===== src/rtl/cfl_sub_pkg.sv =====
package cfl_sub_pkg;
  typedef enum logic [1:0] {
    FMT_420  = 2'd0,
    FMT_422  = 2'd1,
    FMT_444  = 2'd2,
    FMT_444X = 2'd3
  } fmt_e;

  localparam int unsigned SIZE_BASE = 4;

  function automatic int unsigned size_of_code(input logic [1:0] code);
    return SIZE_BASE << code;
  endfunction
endpackage


===== src/rtl/cfl_sub_ctrl.sv =====
module cfl_sub_ctrl
  import cfl_sub_pkg::*;
#(
  parameter int unsigned MAX_W = 32,
  parameter int unsigned MAX_H = 32,
  localparam int unsigned CW = $clog2(MAX_W),
  localparam int unsigned RW = $clog2(MAX_H)
) (
  input  logic          clk_i,
  input  logic          rst_ni,
  input  logic          start_i,
  input  logic [1:0]    fmt_i,
  input  logic [1:0]    wsel_i,
  input  logic [1:0]    hsel_i,
  input  logic          hbd_i,
  input  logic          valid_i,
  output logic          acc_o,
  output logic [CW-1:0] col_o,
  output logic [RW-1:0] row_o,
  output fmt_e          fmt_o,
  output logic          hbd_o,
  output logic          busy_o,
  output logic          done_o
);
  logic          busy_q, fin_q, done_q, hbd_q;
  fmt_e          fmt_q;
  logic [CW-1:0] col_q, wlim_q;
  logic [RW-1:0] row_q, hlim_q;
  logic          start_ok, last_col, last_smp;

  assign start_ok = start_i & ~busy_q;
  assign acc_o    = busy_q & valid_i & ~fin_q;
  assign last_col = (col_q == wlim_q);
  assign last_smp = last_col & (row_q == hlim_q);

  always_ff @(posedge clk_i or negedge rst_ni) begin
    if (!rst_ni) begin
      busy_q <= 1'b0;
      fin_q  <= 1'b0;
      done_q <= 1'b0;
      hbd_q  <= 1'b0;
      fmt_q  <= FMT_420;
      col_q  <= '0;
      row_q  <= '0;
      wlim_q <= '0;
      hlim_q <= '0;
    end else begin
      fin_q  <= acc_o & last_smp;
      done_q <= fin_q;
      if (start_ok) begin
        busy_q <= 1'b1;
        fmt_q  <= fmt_e'(fmt_i);
        hbd_q  <= hbd_i;
        wlim_q <= CW'(size_of_code(wsel_i) - 1);
        hlim_q <= RW'(size_of_code(hsel_i) - 1);
        col_q  <= '0;
        row_q  <= '0;
      end else if (fin_q) begin
        busy_q <= 1'b0;
      end else if (acc_o) begin
        if (last_col) begin
          col_q <= '0;
          row_q <= row_q + 1'b1;
        end else begin
          col_q <= col_q + 1'b1;
        end
      end
    end
  end

  assign col_o  = col_q;
  assign row_o  = row_q;
  assign fmt_o  = fmt_q;
  assign hbd_o  = hbd_q;
  assign busy_o = busy_q;
  assign done_o = done_q;
endmodule


===== src/rtl/cfl_pair_sum.sv =====
module cfl_pair_sum #(
  parameter int unsigned SW = 16
) (
  input  logic          clk_i,
  input  logic          rst_ni,
  input  logic          acc_i,
  input  logic          odd_i,
  input  logic [SW-1:0] smp_i,
  output logic [SW:0]   pair_o
);
  logic [SW-1:0] hold_q;

  // holds the even-column sample until its odd partner arrives
  always_ff @(posedge clk_i or negedge rst_ni) begin
    if (!rst_ni)              hold_q <= '0;
    else if (acc_i && !odd_i) hold_q <= smp_i;
  end

  assign pair_o = {1'b0, hold_q} + {1'b0, smp_i};
endmodule


===== src/rtl/cfl_row_store.sv =====
module cfl_row_store #(
  parameter int unsigned DEPTH = 16,
  parameter int unsigned DW    = 17,
  localparam int unsigned IW   = $clog2(DEPTH)
) (
  input  logic          clk_i,
  input  logic          rst_ni,
  input  logic          we_i,
  input  logic [IW-1:0] waddr_i,
  input  logic [DW-1:0] wdata_i,
  input  logic [IW-1:0] raddr_i,
  output logic [DW-1:0] rdata_o
);
  logic [DW-1:0] ent_w [DEPTH];

  for (genvar i = 0; i < DEPTH; i++) begin : g_ent
    logic [DW-1:0] ent_q;
    always_ff @(posedge clk_i or negedge rst_ni) begin
      if (!rst_ni)                           ent_q <= '0;
      else if (we_i && (waddr_i == IW'(i)))  ent_q <= wdata_i;
    end
    assign ent_w[i] = ent_q;
  end

  assign rdata_o = ent_w[raddr_i];
endmodule


===== src/rtl/cfl_luma_subsampler.sv =====
module cfl_luma_subsampler
  import cfl_sub_pkg::*;
#(
  parameter int unsigned SW    = 16,
  parameter int unsigned OW    = 16,
  parameter int unsigned PITCH = 32,
  parameter int unsigned MAX_W = 32,
  parameter int unsigned MAX_H = 32,
  localparam int unsigned CW   = $clog2(MAX_W),
  localparam int unsigned RW   = $clog2(MAX_H),
  localparam int unsigned AW   = $clog2(PITCH) + RW,
  localparam int unsigned LD   = MAX_W / 2,
  localparam int unsigned LW   = $clog2(LD),
  localparam int unsigned XW   = SW + 3
) (
  input  logic          clk_i,
  input  logic          rst_ni,
  input  logic          start_i,
  input  logic [1:0]    fmt_i,
  input  logic [1:0]    width_sel_i,
  input  logic [1:0]    height_sel_i,
  input  logic          hbd_i,
  input  logic          luma_valid_i,
  input  logic [SW-1:0] luma_data_i,
  output logic          busy_o,
  output logic          wr_en_o,
  output logic [AW-1:0] wr_addr_o,
  output logic [OW-1:0] wr_data_o,
  output logic          done_o
);
  logic          acc, hbd;
  logic [CW-1:0] col;
  logic [RW-1:0] row;
  fmt_e          fmt;
  logic [SW-1:0] smp;
  logic [SW:0]   pair, line_rd;
  logic          is420, is422, is444, emit, line_we;
  logic [RW-1:0] orow;
  logic [CW-1:0] ocol;
  logic [XW-1:0] res;

  cfl_sub_ctrl #(.MAX_W(MAX_W), .MAX_H(MAX_H)) u_ctrl (
    .clk_i   (clk_i),
    .rst_ni  (rst_ni),
    .start_i (start_i),
    .fmt_i   (fmt_i),
    .wsel_i  (width_sel_i),
    .hsel_i  (height_sel_i),
    .hbd_i   (hbd_i),
    .valid_i (luma_valid_i),
    .acc_o   (acc),
    .col_o   (col),
    .row_o   (row),
    .fmt_o   (fmt),
    .hbd_o   (hbd),
    .busy_o  (busy_o),
    .done_o  (done_o)
  );

  assign smp = hbd ? luma_data_i : {{(SW-8){1'b0}}, luma_data_i[7:0]};

  cfl_pair_sum #(.SW(SW)) u_pair (
    .clk_i  (clk_i),
    .rst_ni (rst_ni),
    .acc_i  (acc),
    .odd_i  (col[0]),
    .smp_i  (smp),
    .pair_o (pair)
  );

  assign is420   = (fmt == FMT_420);
  assign is422   = (fmt == FMT_422);
  assign is444   = fmt[1];
  assign line_we = acc & is420 & ~row[0] & col[0];

  cfl_row_store #(.DEPTH(LD), .DW(SW+1)) u_line (
    .clk_i   (clk_i),
    .rst_ni  (rst_ni),
    .we_i    (line_we),
    .waddr_i (LW'(col >> 1)),
    .wdata_i (pair),
    .raddr_i (LW'(col >> 1)),
    .rdata_o (line_rd)
  );

  assign emit = acc & (is444 | (col[0] & (is422 | row[0])));
  assign orow = is420 ? (row >> 1) : row;
  assign ocol = is444 ? col : (col >> 1);

  always_comb begin
    if (is444)      res = XW'(smp) << 3;
    else if (is422) res = XW'(pair) << 2;
    else            res = XW'({1'b0, pair} + {1'b0, line_rd}) << 1;
  end

  always_ff @(posedge clk_i or negedge rst_ni) begin
    if (!rst_ni) begin
      wr_en_o   <= 1'b0;
      wr_addr_o <= '0;
      wr_data_o <= '0;
    end else begin
      wr_en_o <= emit;
      if (emit) begin
        wr_addr_o <= AW'(orow) * AW'(PITCH) + AW'(ocol);
        wr_data_o <= OW'(res);
      end
    end
  end
endmodule


===== config.mk =====
export PLATFORM = sky130hd
export DESIGN_NAME = cfl_luma_subsampler
export DESIGN_NICKNAME = d
export VERILOG_FILES = /design/src/rtl/cfl_sub_pkg.sv /design/src/rtl/cfl_sub_ctrl.sv /design/src/rtl/cfl_pair_sum.sv /design/src/rtl/cfl_row_store.sv /design/src/rtl/cfl_luma_subsampler.sv
export SDC_FILE = /design/constraint.sdc
export NUM_CORES = 1
export LEC_CHECK = 0
export BUFFER_PORTS_ARGS = -buffer_cell sky130_fd_sc_hd__buf_2
export CAP_MARGIN = 20
export CORE_ASPECT_RATIO = 0.6
export CORE_MARGIN = 10
export CORE_UTILIZATION = 60
export DETAILED_ROUTE_END_ITERATION = 8
export GPL_TIMING_DRIVEN = 0
export PLACE_DENSITY = 0.79
export SYNTH_ARGS = -nofsm -noshare
export SYNTH_HDL_FRONTEND = slang
export SYNTH_HIERARCHICAL = 1
export SYNTH_SLANG_ARGS = --single-unit

===== constraint.sdc =====
create_clock -name clk_i -period 9.3 [get_ports clk_i]
set_input_delay 1.86 -clock clk_i [delete_from_list [all_inputs] [get_ports clk_i]]
set_output_delay 1.86 -clock clk_i [all_outputs]
set_load 0.03 [all_outputs]

==> results.yml <==
outcome:
  status: "finished, final reports clean"
finish:
  fillers: 1852
  seqCellArea_sq_mm: 0.00761
  drive_gt1_share_pct: 38.3
  nNetsFinal: 1301
  multiInputGateArea_sq_mm: 0.00727
  antenna_cells: 0
  synthToLayoutAreaGrowth_pct: 10.7
  design_area_sq_mm: 0.0170
die:
  die_h_um: 144
  core_area_sq_mm: 0.0252
  start_util_pct: 60.8
  die_x_um: 226
  row_count: 45
  pin_count: 56
  dieArea_sq_mm: 0.0326
worst_hold_path:
  hold_path.class: "register to register"
  whs_path_depth: 0
  min_to: "u_ctrl/done_o"
  hold_path_startpoint: "u_ctrl/fin_q"
detailed_routing:
  post-route-drc-count: 0
  ant_nets: 0
  first_pass_iters: 5
  wl_per_cell_um: 22.9
  vias: 10157
  drt_iter0_drc: 913
  routed_wl_um: 36300
  viasPerCell: 6.40
critical_path:
  startpoint_type: "primary input"
  rrSetupSlack_ns: 4.98
  crit_chain: "buf_2, ha_1, fa_1, a21o_1, a221oi_2, o21bai_2, a21oi_2, xnor2_1, ha_1, buf_2, a21oi_1, o21ai_0, a311o_1, o21ai_1, nand3b_1, a21oi_1"
  worstRegToRegCells: 15
  cp_data_arrival_time_ns: 5.85
  required_ns: 9.79
  worstSetupPathType: "primary input to register"
  path_buf_inv: 2
  crit_path_end_kind: "register"
  crit_family: "compound AO/OA/AOI/OAI gates"
  r2r-end: "wr_data_o[14]"
  critPathMaxStageDelay_ns: 0.57
  r2r-start: "u_pair/hold_q[0]"
  critPathMaxFanout: 9
  worst_path_max_delay_cell: "a221oi_2"
clocking:
  postCtsSetupBuffers: 0
  cts_resized: 0
  clockBufferDepth: 3
  cts_root_buffer: "clkbuf_16"
  path_clk_slew_ns: 0.06
  cts_tree: "done"
  cts_hold_buf: 0
  clock_sinks: 304
  clock_latency_ns: 0.57
  cts_buffers: 28
  htreeDepth: 1
place:
  dp_hpwl_um: 26600
  dp_slack_ns: 3.20
  place.port_buffers: 53
  globalplace.congestion: 0.876
  placed_area_sq_mm: 0.0161
power:
  seq_power_share_pct: 31.1
  p_switching_uw: 2390
  p_leak_uw: 0.00817
  pwr-share-comb_pct: 48.8
  p_int_uw: 3270
  swShare_pct: 42.2
  clockPowerShare_pct: 20.1
  p_total_uw: 5650
  ir_worst_vdd_mv: 0.226
  p_per_area_mw_per_mm2: 333
sta:
  max-slew-margin-rel_pct: 35.8
  period_minus_slack_ns: 5.36
  clock_skew_ns: 0.0122
  fmax_mhz: 186
  fin_ws_ns: 3.94
  rsz0062_at_grt: "false"
  timing.setup.tns_ns: 0
  setup_viol: 0
  fin_crit_sh_pct: 57.7
  hold_viol_final: 0
  whs_ns: 0.424
  maxSlewViolCount: 0
  worst_pin_slew_ns: 0.956
grt:
  antenna_found_initial: 0
  grt_pass1_vias: 10447
  grt_pass1_wl_um: 58900
  grtUsageTotal_pct: 22.9
  grt_max_degree: 120
  grt_overflow: 0
yosys:
  synthesis.nets: 1212
  yosysWarnings: 6
  syn_area_per_cell_sq_um: 13.3
  synthCells: 1152
  syn_area_sq_mm: 0.0153
job:
  maxCapViolCount: 0
==> flip-flops by register name, summed over array words and instances (netlist names), 2 cells and up <==
signal / flops
u_ctrl/row_o: 5
u_pair/hold_q: 15
wr_addr_o: 10
u_ctrl/wlim_q: 4
wr_data_o: 15
u_ctrl/col_o: 5
u_ctrl/fmt_o: 2
u_line/g_ent.ent_q: 240
u_ctrl/hlim_q: 3
==> how the worst max path moves through the flow <==
stage	startpoint	to	cells past startpoint	slack, ns
after floorplan	luma_data_i[0]	wr_data_o[14]	13	4.13
after global placement	rst_ni	u_line/g_ent[3].ent_q[1]	1	0.77
after detailed placement	luma_data_i[0]	wr_data_o[14]	14	3.20
after CTS	luma_data_i[0]	wr_data_o[14]	14	3.72
after global routing	luma_data_i[0]	wr_data_o[14]	16	3.68
final	luma_data_i[0]	wr_data_o[14]	16	3.94
==> cell usage in the layout (no fill, tap or decap), drive strengths merged, types with 6 or more instances in the layout <==
cell / count
and2: 10
ha: 31
mux4: 60
xnor2: 14
xor2: 11
mux2: 255
nand2: 75
nand2b: 9
nor2b: 7
o21ai: 36
a21oi: 29
nor2: 31
inv: 11
buf: 110
and3: 17
a21o: 12
or3: 6
clkbuf: 77
o211ai: 7
a22oi: 32
nand3: 18
nor3: 10
mux2i: 10
dfrtp: 304
==> worst reg2reg max path, delay by kind of cell (launching register included) <==
kind | cells | cell delay [ns]
AO/OA/AOI/OAI | 9 | 2.21
flip-flops | 1 | 0.38
AND/OR/NAND/NOR | 1 | 0.09
adder cells (fa/ha/maj) | 3 | 1.01
XOR/XNOR | 1 | 0.38
buffers and inverters | 1 | 0.18
==> per-stage QoR <==
stage | util [%] | std cells
2_1_floorplan | - | 1152
3_3_place_gp | 63.5 | 1534
3_5_place_dp | 63.8 | 1539
4_1_cts | 67.3 | 1585
5_1_grt | 67.3 | 1586
6_report | 67.3 | 1586
==> area by class of cell <==
type / instances / share of cell area [%]
sequential: 304 / 44.8
clock inverter: 5 / 0.508
buffer: 87 / 2.47
inverter: 12 / 0.265
multi-input combinational: 749 / 42.8
tap: 329 / 2.42
clock buffer: 41 / 4.71
timing repair buffer: 59 / 2.06
==> power by group through the flow <==
stage | combinational (uW) | sequential (uW) | clock [uW]
2_1_floorplan | 1880 | 1810 | 0
6_report | 2760 | 1760 | 1140
5_1_grt | 3010 | 1790 | 1210
3_5_place_dp | 2710 | 1780 | 0
3_3_place_gp | 2620 | 1760 | 0
4_1_cts | 2730 | 1760 | 1160
==> routing by layer <==
metal / GRT usage [%] / vias up / routed length [um]
li1: - / 4458 / -
met2: 33.5 / 316 / 15700
met5: 0 / - / 0
met1: 34.8 / 5337 / 17500
met4: 3.94 / 0 / 494
met3: 4.86 / 46 / 2590
Power figures use the tool's default switching activity.
